===== config.mk =====
export PLATFORM = sky130hd
export DESIGN_NAME = pll_cfg_ctrl
export DESIGN_NICKNAME = d
export VERILOG_FILES = /design/src/rtl/pll_cfg_pkg.sv /design/src/rtl/pll_cfg_seq.sv /design/src/rtl/pll_lock_timer.sv /design/src/rtl/pll_cfg_ctrl.sv
export SDC_FILE = /design/constraint.sdc
export NUM_CORES = 1
export LEC_CHECK = 0
export BUFFER_PORTS_ARGS = -buffer_cell sky130_fd_sc_hd__buf_2
export CORE_AREA = 2 2 86 88
export DETAILED_ROUTE_END_ITERATION = 12
export DIE_AREA = 0 0 88 90
export PLACE_DENSITY = 0.68
export SLEW_MARGIN = 20
export SYNTH_ARGS = -nofsm -noshare
export SYNTH_HDL_FRONTEND = slang
export SYNTH_HIERARCHICAL = 1
export SYNTH_SLANG_ARGS = --single-unit

===== constraint.sdc =====
create_clock -name clk -period 1.7 [get_ports clk]
set_input_delay 0.255 -clock clk [delete_from_list [all_inputs] [get_ports clk]]
set_output_delay 0.255 -clock clk [all_outputs]
set_load 0.01 [all_outputs]

===== src/rtl/pll_cfg_pkg.sv =====
package pll_cfg_pkg;
  localparam logic [7:0] ADDR_S1_DIV = 8'd7;
  localparam logic [7:0] ADDR_S1_MUL = 8'd8;
  localparam logic [7:0] ADDR_S2     = 8'd9;
  localparam logic [7:0] ADDR_MODE   = 8'd10;

  typedef struct packed {
    logic [7:0] n1;
    logic [7:0] m1;
    logic [3:0] n2;
    logic [3:0] m2;
    logic       mode;
  } pll_cfg_t;
endpackage


===== src/rtl/pll_cfg_seq.sv =====
module pll_cfg_seq
  import pll_cfg_pkg::*;
(
  input  logic       clk,
  input  logic       rst_n,
  input  logic       wr_en,
  input  logic [7:0] wr_addr,
  input  logic [7:0] wr_data,
  output pll_cfg_t   act,
  output logic       s1_commit,
  output logic       s2_commit,
  output logic       s2_mode_next
);
  logic       armed_q, armed_d;
  logic [7:0] n1_stage_q, n1_stage_d;
  logic       mode_sh_q, mode_sh_d;
  pll_cfg_t   act_q, act_d;

  logic hit_div, hit_mul, hit_s2, hit_mode;
  assign hit_div  = wr_en && (wr_addr == ADDR_S1_DIV);
  assign hit_mul  = wr_en && (wr_addr == ADDR_S1_MUL);
  assign hit_s2   = wr_en && (wr_addr == ADDR_S2);
  assign hit_mode = wr_en && (wr_addr == ADDR_MODE);

  assign s1_commit    = hit_mul && armed_q;
  assign s2_commit    = hit_s2;
  assign s2_mode_next = mode_sh_q;

  always_comb begin
    armed_d    = armed_q;
    n1_stage_d = n1_stage_q;
    mode_sh_d  = mode_sh_q;
    act_d      = act_q;
    if (wr_en) begin
      armed_d = hit_div;
    end
    if (hit_div) begin
      n1_stage_d = wr_data;
    end
    if (s1_commit) begin
      act_d.n1 = n1_stage_q;
      act_d.m1 = wr_data;
    end
    if (hit_mode) begin
      mode_sh_d = wr_data[0];
    end
    if (hit_s2) begin
      act_d.n2   = wr_data[7:4];
      act_d.m2   = wr_data[3:0];
      act_d.mode = mode_sh_q;
    end
  end

  always_ff @(posedge clk or negedge rst_n) begin
    if (!rst_n) begin
      armed_q    <= 1'b0;
      n1_stage_q <= '0;
      mode_sh_q  <= 1'b0;
      act_q      <= '0;
    end else begin
      armed_q    <= armed_d;
      n1_stage_q <= n1_stage_d;
      mode_sh_q  <= mode_sh_d;
      act_q      <= act_d;
    end
  end

  assign act = act_q;

  a_r3_no_unpaired_commit: assert property (@(posedge clk) disable iff (!rst_n)
    (hit_mul && !armed_q) |=> ($stable(act.n1) && $stable(act.m1)));
  a_r5_mode_held: assert property (@(posedge clk) disable iff (!rst_n)
    !hit_s2 |=> $stable(act.mode));
  a_r4_s2_fields: assert property (@(posedge clk) disable iff (!rst_n)
    hit_s2 |=> (act.n2 == $past(wr_data[7:4]) && act.m2 == $past(wr_data[3:0])));
  a_r2_pair_commit: assert property (@(posedge clk) disable iff (!rst_n)
    s1_commit |=> (act.m1 == $past(wr_data)));
endmodule


===== src/rtl/pll_lock_timer.sv =====
module pll_lock_timer #(
  parameter int unsigned MAX_CYC = 100,
  localparam int unsigned CW = $clog2(MAX_CYC + 1)
) (
  input  logic          clk,
  input  logic          rst_n,
  input  logic          start,
  input  logic [CW-1:0] len,
  output logic          pend
);
  logic [CW-1:0] cnt_q, cnt_d;
  logic          cnt_en;

  assign cnt_en = start || (cnt_q != '0);

  always_comb begin
    cnt_d = cnt_q;
    if (start) begin
      cnt_d = len;
    end else if (cnt_q != '0) begin
      cnt_d = cnt_q - 1'b1;
    end
  end

  always_ff @(posedge clk or negedge rst_n) begin
    if (!rst_n) begin
      cnt_q <= '0;
    end else if (cnt_en) begin
      cnt_q <= cnt_d;
    end
  end

  assign pend = (cnt_q != '0);

  a_r8_within_window: assert property (@(posedge clk) disable iff (!rst_n)
    cnt_q <= CW'(MAX_CYC));
  a_r9_restart: assert property (@(posedge clk) disable iff (!rst_n)
    (start && len != '0) |=> (pend && cnt_q == $past(len)));
  a_r7_falls_once: assert property (@(posedge clk) disable iff (!rst_n)
    (!start && !pend) |=> !pend);
endmodule


===== src/rtl/pll_cfg_ctrl.sv =====
module pll_cfg_ctrl
  import pll_cfg_pkg::*;
#(
  parameter int unsigned WIN_MIN    = 10,
  parameter int unsigned WIN_MAX    = 100,
  parameter int unsigned LOCK1_CYC  = 40,
  parameter int unsigned LOCK2_FAST = 20,
  parameter int unsigned LOCK2_SLOW = 70
) (
  input  logic       clk,
  input  logic       rst_n,
  input  logic       wr_en,
  input  logic [7:0] wr_addr,
  input  logic [7:0] wr_data,
  output logic [8:0] s1_div,
  output logic [8:0] s1_mul,
  output logic [4:0] s2_div,
  output logic [4:0] s2_mul,
  output logic       mode_act,
  output logic       frac_en,
  output logic       s1_lock_pend,
  output logic       s2_lock_pend
);
  localparam int unsigned CW = $clog2(WIN_MAX + 1);

  pll_cfg_t act;
  logic     s1_commit, s2_commit, s2_mode_next;
  logic [CW-1:0] len1, len2;

  pll_cfg_seq u_seq (
    .clk(clk), .rst_n(rst_n), .wr_en(wr_en), .wr_addr(wr_addr),
    .wr_data(wr_data), .act(act), .s1_commit(s1_commit),
    .s2_commit(s2_commit), .s2_mode_next(s2_mode_next)
  );

  assign len1 = CW'(LOCK1_CYC);
  assign len2 = s2_mode_next ? CW'(LOCK2_SLOW) : CW'(LOCK2_FAST);

  pll_lock_timer #(.MAX_CYC(WIN_MAX)) u_lock1 (
    .clk(clk), .rst_n(rst_n), .start(s1_commit), .len(len1), .pend(s1_lock_pend)
  );
  pll_lock_timer #(.MAX_CYC(WIN_MAX)) u_lock2 (
    .clk(clk), .rst_n(rst_n), .start(s2_commit), .len(len2), .pend(s2_lock_pend)
  );

  assign s1_div   = {1'b0, act.n1} + 9'd1;
  assign s1_mul   = {1'b0, act.m1} + 9'd1;
  assign s2_div   = {1'b0, act.n2} + 5'd1;
  assign s2_mul   = {1'b0, act.m2} + 5'd1;
  assign mode_act = act.mode;
  assign frac_en  = act.mode && ({act.n2, act.m2} != 8'd0);

  a_r8_slow_longer: assert property (@(posedge clk) disable iff (!rst_n)
    (s2_commit && s2_mode_next) |=> s2_lock_pend);
  a_r2_pend_on_commit: assert property (@(posedge clk) disable iff (!rst_n)
    s1_commit |=> s1_lock_pend);
  a_r1_ratio_floor: assert property (@(posedge clk) disable iff (!rst_n)
    (s1_div != 9'd0) && (s2_div != 5'd0));
endmodule


Word level (Yosys, flattened, before mapping)
Cells that the tools add are included.
{"block": "totals", "inputBits": 19, "output_inout_bits": 32, "elab_cells": 40, "reg_bits": 49}
{"block": "classes", "n_reduce_logical": 15, "mux": 5, "addsub": 6, "eq_ne": 4}
{"operator": "$mux W7", "count": 5}
{"operator": "$eq A8 B4 Y1 const B", "count": 3}
{"operator": "$add A8 B1 Y9 const B", "count": 2}
{"operator": "$reduce_bool A7 Y1", "count": 2}
{"operator": "$sub A7 B1 Y7 const B", "count": 2}
{"operator": "$add A4 B1 Y5 const B", "count": 2}
{"operator": "$eq A8 B3 Y1 const B", "count": 1}
{"operator": "$reduce_bool A8 Y1", "count": 1}
{"operator": "$logic_and A1 B1 Y1", "count": 6}
{"operator": "$reduce_and A2 Y1", "count": 2}
{"operator": "$reduce_bool A2 Y1", "count": 2}
{"operator": "$logic_or A1 B1 Y1", "count": 2}

Logic depth before layout (Yosys ltp)
Gate-level depths: netlist (run 1).
{"block": "depth", "ltp_word": 5, "depth_mapped": 7, "depth_no_buf": 6}

By module
The synthesis (run 1) kept the hierarchy.
{"module": "pll_cfg_seq", "area_per_inst_um2": 1437.6, "seq_area_each_um2": 875.8, "cells_per_inst": 84, "instances": 1}
{"module": "pll_lock_timer", "area_per_inst_um2": 434.2, "seq_area_each_um2": 175.2, "cells_per_inst": 49, "instances": 2}
{"module": "pll_cfg_ctrl", "area_per_inst_um2": 385.4, "seq_area_each_um2": 0.0, "cells_per_inst": 57, "instances": 1}

Worst setup path after synthesis (run 1)
No wires, ideal clock.
{"block": "synth_timing", "path_kind": "input -> register", "startpoint": "in wr_addr[4]", "endpoint": "reg u_lock1.cnt_q[0]", "setup_time_ns": 0.135, "required_ns": 1.565, "arrival_time_ns": 1.546, "slack_ns": 0.019, "cell_stages": 6, "path_buffers": 2, "path_cell_list": "nor4b_4 nand4_4 buf_6 inv_1 clkbuf_1 o31ai_1"}
{"block": "synth_via", "elab_chain_cells": 5}
{"element": "start, declared", "line": "pll_cfg_ctrl.sv:13", "text": "input logic [7:0] wr_addr,"}
{"element": "$eq A8 B4 Y1 *", "line": "pll_cfg_seq.sv:21", "text": "assign hit_mul = wr_en && (wr_addr == ADDR_S1_MUL);"}
{"element": "$logic_and A1 B1 Y1 *", "line": "pll_cfg_seq.sv:21"}
{"element": "$logic_and A1 B1 Y1 *", "line": "pll_cfg_seq.sv:25", "text": "assign s1_commit = hit_mul && armed_q;"}
{"element": "named net s1_commit", "line": "pll_cfg_ctrl.sv:27", "text": "logic s1_commit, s2_commit, s2_mode_next;"}
{"element": "$reduce_bool A2 Y1 (no source line) / $logic_or A1 B1 Y1 (equally long branches)"}
{"element": "$reduce_and A2 Y1 (no source line)"}
{"element": "end signal, assigned", "line": "pll_lock_timer.sv:29", "text": "cnt_q <= cnt_d;"}
{"element": "end, declared", "line": "pll_lock_timer.sv:11", "text": "logic [CW-1:0] cnt_q, cnt_d;"}
The timed path passes the listed nets; every way through them passes the cells marked *.
A chain may end at the register's enable or synchronous reset.

Worst setup path in the final report (run 1)
{"block": "layout_timing", "startpoint": "reg u_lock2.cnt_q[4]", "endpoint": "out s2_lock_pend"}
{"block": "layout_via", "elab_chain_cells": 1}
{"element": "start, declared", "line": "pll_lock_timer.sv:11"}
{"element": "start signal, assigned", "line": "pll_lock_timer.sv:29"}
{"element": "$reduce_bool A7 Y1", "line": "pll_lock_timer.sv:33", "text": "assign pend = (cnt_q != '0);"}
{"element": "end, declared", "line": "pll_cfg_ctrl.sv:22", "text": "output logic s2_lock_pend"}
Every way passes these cells.

==> results of run 1 <==
-- routing by layer --
metal	global-route usage (%)	vias up	wire [um]	part of all wire [%]
met4	3.46	0	44	0.76
met2	24.7	50	2860	49
li1	-	1015	-	-
met1	19.5	967	2700	46
met5	0	-	0	0
met3	3.12	5	220	3.8
-- synth_stat cells (all sizes together) --
library cell  number
dfrtp             49
mux2              34
inv               22
xnor2             17
nand2             16
nand3             12
ha                10
o31ai             10
nor2               9
nor3               7
and3               5
nor3b              5
xor2               5
nand4              4
nor4               3
a211o              2
a21oi              2
a22o               2
and4               2
buf                2
clkbuf             2
conb               2
nand2b             2
o21a               2
o21ai              2
o221ai             2
or4                2
a21o               1
a31oi              1
and3b              1
and4b              1
nand4b             1
nor2b              1
nor4b              1
-- power by group --
| group | switching, mW | total (mW) | internal, mW | leakage [nW] |
|---|---|---|---|---|
| Combinational | 0.638 | 1.31 | 0.669 | 1.09 |
| Clock | 0.417 | 0.714 | 0.298 | 0.0447 |
| Sequential | 0.158 | 1.51 | 1.36 | 0.655 |
| Total | 1.21 | 3.54 | 2.32 | 1.79 |
-- state kept, by name (all words and copies together), names as in the netlist --
signal,flops
u_lock1/cnt_q,7
u_seq/s2_mode_next,1
u_seq/armed_q,1
u_lock2/cnt_q,7
u_seq/n1_stage_q,8
u_seq/act,25
-- area by class of cell --
type                    instances  area (um^2)  area share (%)
multi-input cells             173         1440            41.0
flip-flops and latches         49         1230            35.2
repair buffers                 83          533            15.2
well taps                      99          124            3.54
inverters                      22         82.6            2.36
clock buffers                   5         68.8            1.97
clock inverters                 3         25.0           0.715
-- kinds of logic (layout without fill, tap and decap cells) --
kind of cell             Yosys count  count (layout)  share of synthesized area, %
flip-flops                        49              49                          45.6
buffers and inverters             26             113                          4.04
multiplexers                      34              34                          15.5
AND/OR/NAND/NOR                   72              72                          16.3
AO/OA/AOI/OAI                     24              24                          6.56
XOR/XNOR                          22              22                          7.16
other                              2              11                         0.279
adder cells (fa/ha/maj)           10              10                          4.65
-- worst max-delay path: stages (launching register included) --
cell	delay, ns
dfrtp_1	0.41
or4_4	0.57
nor2_4	0.10
inv_1	0.04
buf_2	0.13
-- worst paths after layout --
path / start / to / slack (ns)
setup reg to reg: u_lock2/cnt_q[4] / u_lock2/cnt_q[0] / 0.07
max in group asynchronous: rst_n / u_seq/act[20] / 0.79
min in group asynchronous: rst_n / u_seq/s2_mode_next / 0.42
hold / removal: wr_data[6] / u_seq/act[15] / 0.22
setup / recovery: u_lock2/cnt_q[4] / s2_lock_pend / -0.1
hold reg to reg: u_seq/n1_stage_q[1] / u_seq/act[18] / 0.50
-- what timing repair did --
item                                    CTS  global route
resized for setup                         7             9
pin swaps                                 6             4
hold endpoints to repair                 16             0
hold buffers                              1             0
setup buffers                            11             7
endpoints found under the setup margin    4            11
==> results.cfg, run 1 <==
[final_layout]
area_growth_pct = 30.0
layout_common_cells = buf_2 (50), dfrtp_1 (46), buf_4 (28)
final_area_um2 = 3500
layout.nets = 363
fin_cells = 434
n_fill_cell = 673
final_util_pct = 49.8
num_antenna_cells = 0
drive_above_1_share_pct = 41.8
final_common_cell = buf_2

[sta]
holdWs_ns = 0.225
relSlewSlack_pct = 66.2
tightest_slew_ns = 0.503
min_period_ns = 1.80
finalSetupTns_ns = -0.222
maxSlewViolCount = 0
skew_ns = 0.00994
final.period_utilization_pct = 106
rsz0062_at_grt = true
finalHoldViolations = 0
finalSetupViolCount = 4
timing.fmax_mhz = 556
setup_slack_ns = -0.0990

[cts]
htree_levels = 2
clockBufferDepth = 2
tritoncts = yes
path_clk_slew_ns = 0.10
insertion_delay_ns = 0.31
cts.sinks = 49
root_buffer = clkbuf_8
cts_buffers = 5

[setup_path]
cp.required_ns = 1.44
crit_type = register to primary output
arrival_ns = 1.54
worst_setup_path_end_kind = primary output
worstPathMaxFanout = 2
crit_path_start_kind = register
rr_worst_depth = 4

[run]
cap_violations = 0

[placement]
gp_congestion = 0.778
dpl_cell_area_um2 = 3200
post-place-cells = 407
io_buffers = 50
dp_hpwl_um = 4150
dp_slack_ns = 0.105

[yosys]
synth.avg_cell_area_um2 = 11.3
synth_seq_cells = 49
yosys.area.top_type = dfrtp_1
synth.distinct_cells = 38
ys_top_cells_by_area = dfrtp_1 (46%), mux2_2 (10%), xnor2_1 (5.5%)
synth_top_area_share_pct = 45.6
synth_area_um2 = 2690
synth_cells = 239
ys_seq_area_share_pct = 45.6
synth_warnings = 6

[global_route]
grt_pass1_wl_um = 9370
antenna_found_initial = 0
grt_max_degree = 26
track_usage_pct = 14.8
grt_pass1_vias = 2013
overflow = 0

[floorplanning]
die_h_um = 90
start_util_pct = 38.3
dieArea_um2 = 7920
fp-row-count = 31
die_w_um = 88
io_pins = 51
core_area_um2 = 7020

[route]
dr.pass1.iters = 4
post_drt_wl_per_cell_um = 13.4
antenna_left = 0
routed_wl_um = 5820
drt_iter0_drc = 64
routed_via_density = 4.69
vias = 2037
remaining_drc_errors = 0

[power]
ir_drop_v = 0.000609
pwr_density_cell_nw_per_um2 = 1010
power.static_leakage_nw = 1.79
power_mw = 3.54

[run_status]
violations = setup timing
status = finished with violations

[hold_path]
hold_path_depth = 2
worstHoldPathType = input pin to register
Note: power is estimated with default switching activity, not from simulation.
==> inputs of run 2 (changes only) <==
--- a/config.mk
+++ b/config.mk
@@ -5,13 +5,13 @@
 export SDC_FILE = /design/constraint.sdc
 export NUM_CORES = 1
 export LEC_CHECK = 0
+export ABC_AREA = 1
 export BUFFER_PORTS_ARGS = -buffer_cell sky130_fd_sc_hd__buf_2
-export CORE_AREA = 2 2 86 88
+export CORE_AREA = 2 2 85 87
 export DETAILED_ROUTE_END_ITERATION = 12
-export DIE_AREA = 0 0 88 90
+export DIE_AREA = 0 0 87 89
 export PLACE_DENSITY = 0.68
 export SLEW_MARGIN = 20
 export SYNTH_ARGS = -nofsm -noshare
 export SYNTH_HDL_FRONTEND = slang
-export SYNTH_HIERARCHICAL = 1
 export SYNTH_SLANG_ARGS = --single-unit
==> run 2 against run 1 <==
Effect of this change:
- the flow still finishes with violations (setup timing)
- clock-buffer cell count rose by 1
- clock skew fell by 0.0042 ns
- utilization fell by 0.71 points
- setup slack improved by 0.073 ns
- hold slack got worse by 0.039 ns
- non-clock buffer count fell by 14
- largest power group unchanged
- sequential share of layout area rose by 2.1 points
- via count rose by 7.0%
- critical endpoint is now s1_mul[6]
- final cell count rose by 7.1%
==> results.cfg, run 2 <==
[yosys]
synth_top_area_share_pct = 46.4
synth_edf_count = 0
synth_cells = 313
synth.distinct_cells = 27
yosys.cell_count.top_type = nand2_1
synth_warnings = 0
synth_seq_cells = 49
syn_nets = 341
ys_top_cells_by_area = dfrtp_1 (46%), nand2_1 (12%), inv_1 (6.0%)
synthTopCellsByCount = nand2_1 (83), dfrtp_1 (49), inv_1 (42)
yosys.area.top_type = dfrtp_1
synthArstFlopShare_pct = 100
synth_area_um2 = 2640
ys.flop_type = dfrtp_1
ys_seq_area_share_pct = 46.4
synth.avg_cell_area_um2 = 8.45

[final_layout]
layout_common_cells = nand2_1 (80), buf_2 (50), dfrtp_1 (45)
drive_above_1_share_pct = 31.9
area_growth_pct = 24.8
largest_reg_flops = 25
fin_cells = 465
num_antenna_cells = 0
final_area_um2 = 3300
final_common_cell = nand2_1
layout.nets = 412

[floorplanning]
core_area_um2 = 6720
start_util_pct = 39.3
fp-row-count = 30
dieArea_um2 = 7740
die_h_um = 89
die_w_um = 87
io_pins = 51

[sta]
holdWs_ns = 0.186
timing.fmax_mhz = 579
min_period_ns = 1.73
tightest_slew_ns = 0.500
setup_slack_ns = -0.0263
finalSetupViolCount = 1
maxSlewViolCount = 0
final.period_utilization_pct = 102
finalHoldViolations = 0
relSlewSlack_pct = 66.6
rsz0062_at_grt = true
skew_ns = 0.00574

[placement]
gp_congestion = 0.796
io_buffers = 50
dp_hpwl_um = 4070
dp_slack_ns = 0.214
dpl_cell_area_um2 = 2990
post-place-cells = 442

[global_route]
grt_max_degree = 31
overflow = 0
track_usage_pct = 15.0
top_usage_layer = met2
grt_pass1_wl_um = 9250
use_met3_pct = 3.23
grt_util_met2_pct = 24.4
antenna_found_initial = 0
met1_usage_pct = 20.1
grt_pass1_vias = 2015

[route]
antenna_left = 0
drt_iter0_drc = 104
post_drt_wl_per_cell_um = 11.9
dr.pass1.iters = 4
routed_via_density = 4.69
remaining_drc_errors = 0
routed_wl_um = 5510
vias = 2179

[run_status]
violations = setup timing
status = finished with violations

[setup_path]
arrival_ns = 1.47
cp.required_ns = 1.44
worstPathMaxFanout = 4
worst_setup_path_end_kind = primary output
crit_path_start_kind = register
crit_type = register to primary output

[power]
ir_drop_v = 0.000382
power_frac_clock_pct = 24.1
p_comb_share_pct = 23.0
power_frac_seq_pct = 53.0
power.static_leakage_nw = 1.70
p_int_mw = 1.85
pwr_density_cell_nw_per_um2 = 818
p_sw_share_pct = 31.4
power_mw = 2.70
p_switching_mw = 0.847

[cts]
insertion_delay_ns = 0.30
root_buffer = clkbuf_8
cts.sinks = 49
tritoncts = yes
clockBufferDepth = 2
htree_levels = 2
cts_buffers = 5
path_clk_slew_ns = 0.08

[run]
cap_violations = 0

[hold_path]
worstHoldPathType = input pin to register
==> run 2: power by group through the flow <==
| stage | combinational [mW] | sequential, mW | clock (mW) |
|---|---|---|---|
| after floorplan | 0.434 | 1.43 | 0 |
| after global placement | 0.583 | 1.45 | 0 |
| after detailed placement | 0.601 | 1.45 | 0 |
| after CTS | 0.613 | 1.43 | 0.677 |
| after global routing | 0.734 | 1.45 | 0.733 |
| final | 0.620 | 1.43 | 0.650 |
==> run 2: path summary, 6_finish.rpt <==
path / from / endpoint / slack, ns / cells past startpoint
worst min register to register: u_seq.n1_stage_q[6] / u_seq.act[23] / 0.48 / 2
min in group asynchronous: rst_n / u_lock1.cnt_q[6] / 0.45 / 2
worst max-delay path: u_seq.act[9] / s1_mul[6] / -0.03 / 6
worst max register to register: u_lock2.cnt_q[0] / u_lock2.cnt_q[1] / 0.20 / 9
worst min-delay path: wr_data[3] / u_seq.act[4] / 0.19 / 3
max in group asynchronous: rst_n / u_seq.act[10] / 0.70 / 3
==> run 2: logic make-up after synthesis <==
logic type,Yosys count,share of synthesized area [%]
and+or+nand+nor,150,25.9
xor gates and xnor gates,16,5.30
DFF,49,46.4
buffers and inverters,49,8.09
adders and majority gates,9,4.26
AOI/OAI and AO/OA,40,10.1
==> run 2: metal layers <==
| metal | wire length, um | vias up |
|---|---|---|
| li1 | - | 1143 |
| met1 | 2600 | 992 |
| met2 | 2670 | 37 |
| met3 | 186 | 7 |
| met4 | 59 | 0 |
| met5 | 0 | - |
==> run 2: what timing repair did <==
action,CTS,global route
buffers inserted,4,10
endpoints found under the hold margin,19,0
hold buffers,1,0
gates cloned,0,0
gates resized for setup,7,21
setup endpoints to repair,9,9
pin swaps,1,8
==> run 2: area by class of cell <==
class / count / area, um^2
timing repair buffer: 69 / 408
clock buffer: 6 / 72.6
inverter: 44 / 165
tap: 80 / 100
clock inverter: 2 / 10.0
fill: 632 / 3420
sequential: 49 / 1230
multi-input combinational: 215 / 1310
==> run 2: worst max-delay path, cell delays in order (launching register included) <==
cell and delay, ns:
dfrtp_2 0.43, ha_4 0.17, nand3_4 0.09, nor2_4 0.12
nand2_2 0.07, xor2_1 0.16, buf_2 0.14
==> run 2: metrics by stage <==
stage / TNS (ns) / util (%)
2_1_floorplan: 0 / -
3_3_place_gp: 0 / 44.5
3_5_place_dp: 0 / 44.5
4_1_cts: -0.107 / 46.7
5_1_grt: -0.404 / 49.1
6_report: -0.0263 / 49.1
==> inputs of run 3 (changes only) <==
--- a/config.mk
+++ b/config.mk
@@ -7,6 +7,7 @@
 export LEC_CHECK = 0
 export ABC_AREA = 1
 export BUFFER_PORTS_ARGS = -buffer_cell sky130_fd_sc_hd__buf_2
+export CAP_MARGIN = 20
 export CORE_AREA = 2 2 85 87
 export DETAILED_ROUTE_END_ITERATION = 12
 export DIE_AREA = 0 0 87 89
==> constraint.sdc (replaced) <==
create_clock -name clk -period 2 [get_ports clk]
set_input_delay 0.3 -clock clk [delete_from_list [all_inputs] [get_ports clk]]
set_output_delay 0.3 -clock clk [all_outputs]
set_load 0.01 [all_outputs]
==> run 3 against run 2 <==
Effect of this change:
- flip-flop and latch count is the same
- the flow now finishes without violations
- clock power shrank 13%
- die area is the same
- largest cell class is now sequential cells
- clock skew is essentially flat
- via count shrank 1.1%
- sequential share of layout area grew 2.5 points
- critical path depth is the same
- global-route usage grew 0.15 points
==> results.cfg, run 3 (synthesis results as in run 2) <==
[power]
p_comb_share_pct = 22.3
power_frac_seq_pct = 53.1
p_sw_share_pct = 31.3
pwr_density_cell_nw_per_um2 = 745
power.static_leakage_nw = 1.63
p_int_mw = 1.58
ir_drop_v = 0.000289
power_frac_clock_pct = 24.6
p_switching_mw = 0.717

[setup_path]
crit_path_start_kind = register
worstPathMaxFanout = 4
crit_type = register to primary output
cp_cell_sequence = ha_1 > nand3_1 > nor2_1 > nand2_1 > xor2_1 > buf_2
cpMaxStageDelayCell = dfrtp_1
slowest_delay_ns = 0.42
r2r_setup_slack_ns = 0.58
worst_setup_path_end_kind = primary output
cp.required_ns = 1.70
arrival_ns = 1.56

[sta]
relSlewSlack_pct = 65.9
timing.fmax_mhz = 539
setup_slack_ns = 0.144
finalSetupViolCount = 0
rsz0062_at_grt = false
finalHoldViolations = 0
final.period_utilization_pct = 92.8
maxSlewViolCount = 0
finalSetupTns_ns = 0
skew_ns = 0.00570
tightest_slew_ns = 0.511
min_period_ns = 1.86

[route]
routed_wl_um = 5240
antenna_left = 0
drt_iter0_drc = 77
post_drt_wl_per_cell_um = 11.7
vias = 2156
routed_via_density = 4.80
remaining_drc_errors = 0
dr.pass1.iters = 4

[run_status]
status = finished clean

[final_layout]
num_antenna_cells = 0
area_growth_pct = 16.5
drive_above_1_share_pct = 24.1
largest_reg_flops = 25
final_area_um2 = 3080
final_common_cell = nand2_1
layout_common_cells = nand2_1 (82), buf_2 (50), dfrtp_1 (49)
n_fill_cell = 681
layout.nets = 396
fin_cells = 449

[cts]
tritoncts = yes
cts.sinks = 49
insertion_delay_ns = 0.30
root_buffer = clkbuf_8
clockBufferDepth = 2
htree_levels = 2
path_clk_slew_ns = 0.09
cts_buffers = 5

[placement]
dp_hpwl_um = 4110
io_buffers = 50
post-place-cells = 440
dpl_cell_area_um2 = 2970
dp_slack_ns = 0.408
gp_congestion = 0.830

[global_route]
grt_pass1_wl_um = 9340
grt_pass1_vias = 2149
grt_max_degree = 33
overflow = 0
track_usage_pct = 15.2
antenna_found_initial = 0

[run]
cap_violations = 0

[floorplanning]
die_w_um = 87
core_area_um2 = 6720
die_h_um = 89
fp-row-count = 30
start_util_pct = 39.3
dieArea_um2 = 7740
io_pins = 51

[hold_path]
worstHoldPathType = input pin to register
==> run 3: power by group through the flow <==
stage          combinational [mW]  sequential (mW)  clock, mW
2_1_floorplan               0.369             1.21          0
3_3_place_gp                0.496             1.23          0
3_5_place_dp                0.515             1.24          0
4_1_cts                     0.519             1.22      0.589
5_1_grt                     0.596             1.24      0.628
6_report                    0.512             1.22      0.563
==> run 3: path summary, 6_finish.rpt <==
path                                     start          endpoint  depth (start not counted)
min in group asynchronous                rst_n      u_seq.act[1]                          2
min                                 wr_data[3]      u_seq.act[4]                          3
min reg2reg                u_seq.n1_stage_q[1]     u_seq.act[18]                          2
max                               u_seq.act[9]         s1_mul[6]                          6
max reg2reg                   u_lock2.cnt_q[0]  u_lock2.cnt_q[1]                          8
max in group asynchronous                rst_n     u_seq.act[16]                          3
==> run 3: metrics by stage <==
stage               hold slack (ns)  utilization, %  total power, mW
floorplan                   0.00441               -             1.58
global placement              0.275            44.2             1.73
detailed placement            0.285            44.2             1.75
CTS                           0.213            45.6             2.33
global route                  0.213            45.8             2.46
finish                        0.224            45.8             2.29
==> run 3: layer usage <==
layer  track usage, %  up-vias  part of all wire (%)
met5                0        -                     0
met4             6.11        0                   1.5
li1                 -     1105                     -
met2             25.9       42                    47
met1             18.8     1003                    47
met3             3.32        6                   4.1
==> run 3: layout make-up <==
class / instances / area [um^2] / area share (%)
clock inverter: 1 / 7.51 / 0.244
multi-input combinational: 215 / 1220 / 39.5
tap: 80 / 100 / 3.25
inverter: 44 / 165 / 5.36
clock buffer: 7 / 76.3 / 2.48
timing repair buffer: 53 / 288 / 9.35
sequential: 49 / 1230 / 39.8
==> run 3: worst max-delay path: cells and delay by family, from the launching register on <==
kind          cells  cell delay (ns)
fa+ha+maj         1             0.21
xor+xnor          1             0.14
flops             1             0.42
buf+inv           1             0.15
simple gates      3             0.34
==> run 3: repair_timing <==
item,in CTS,in global routing
hold buffers,1,0
endpoints found under the hold margin,17,0
buffers inserted,0,0
resized for setup,0,3
endpoints found under the setup margin,0,4
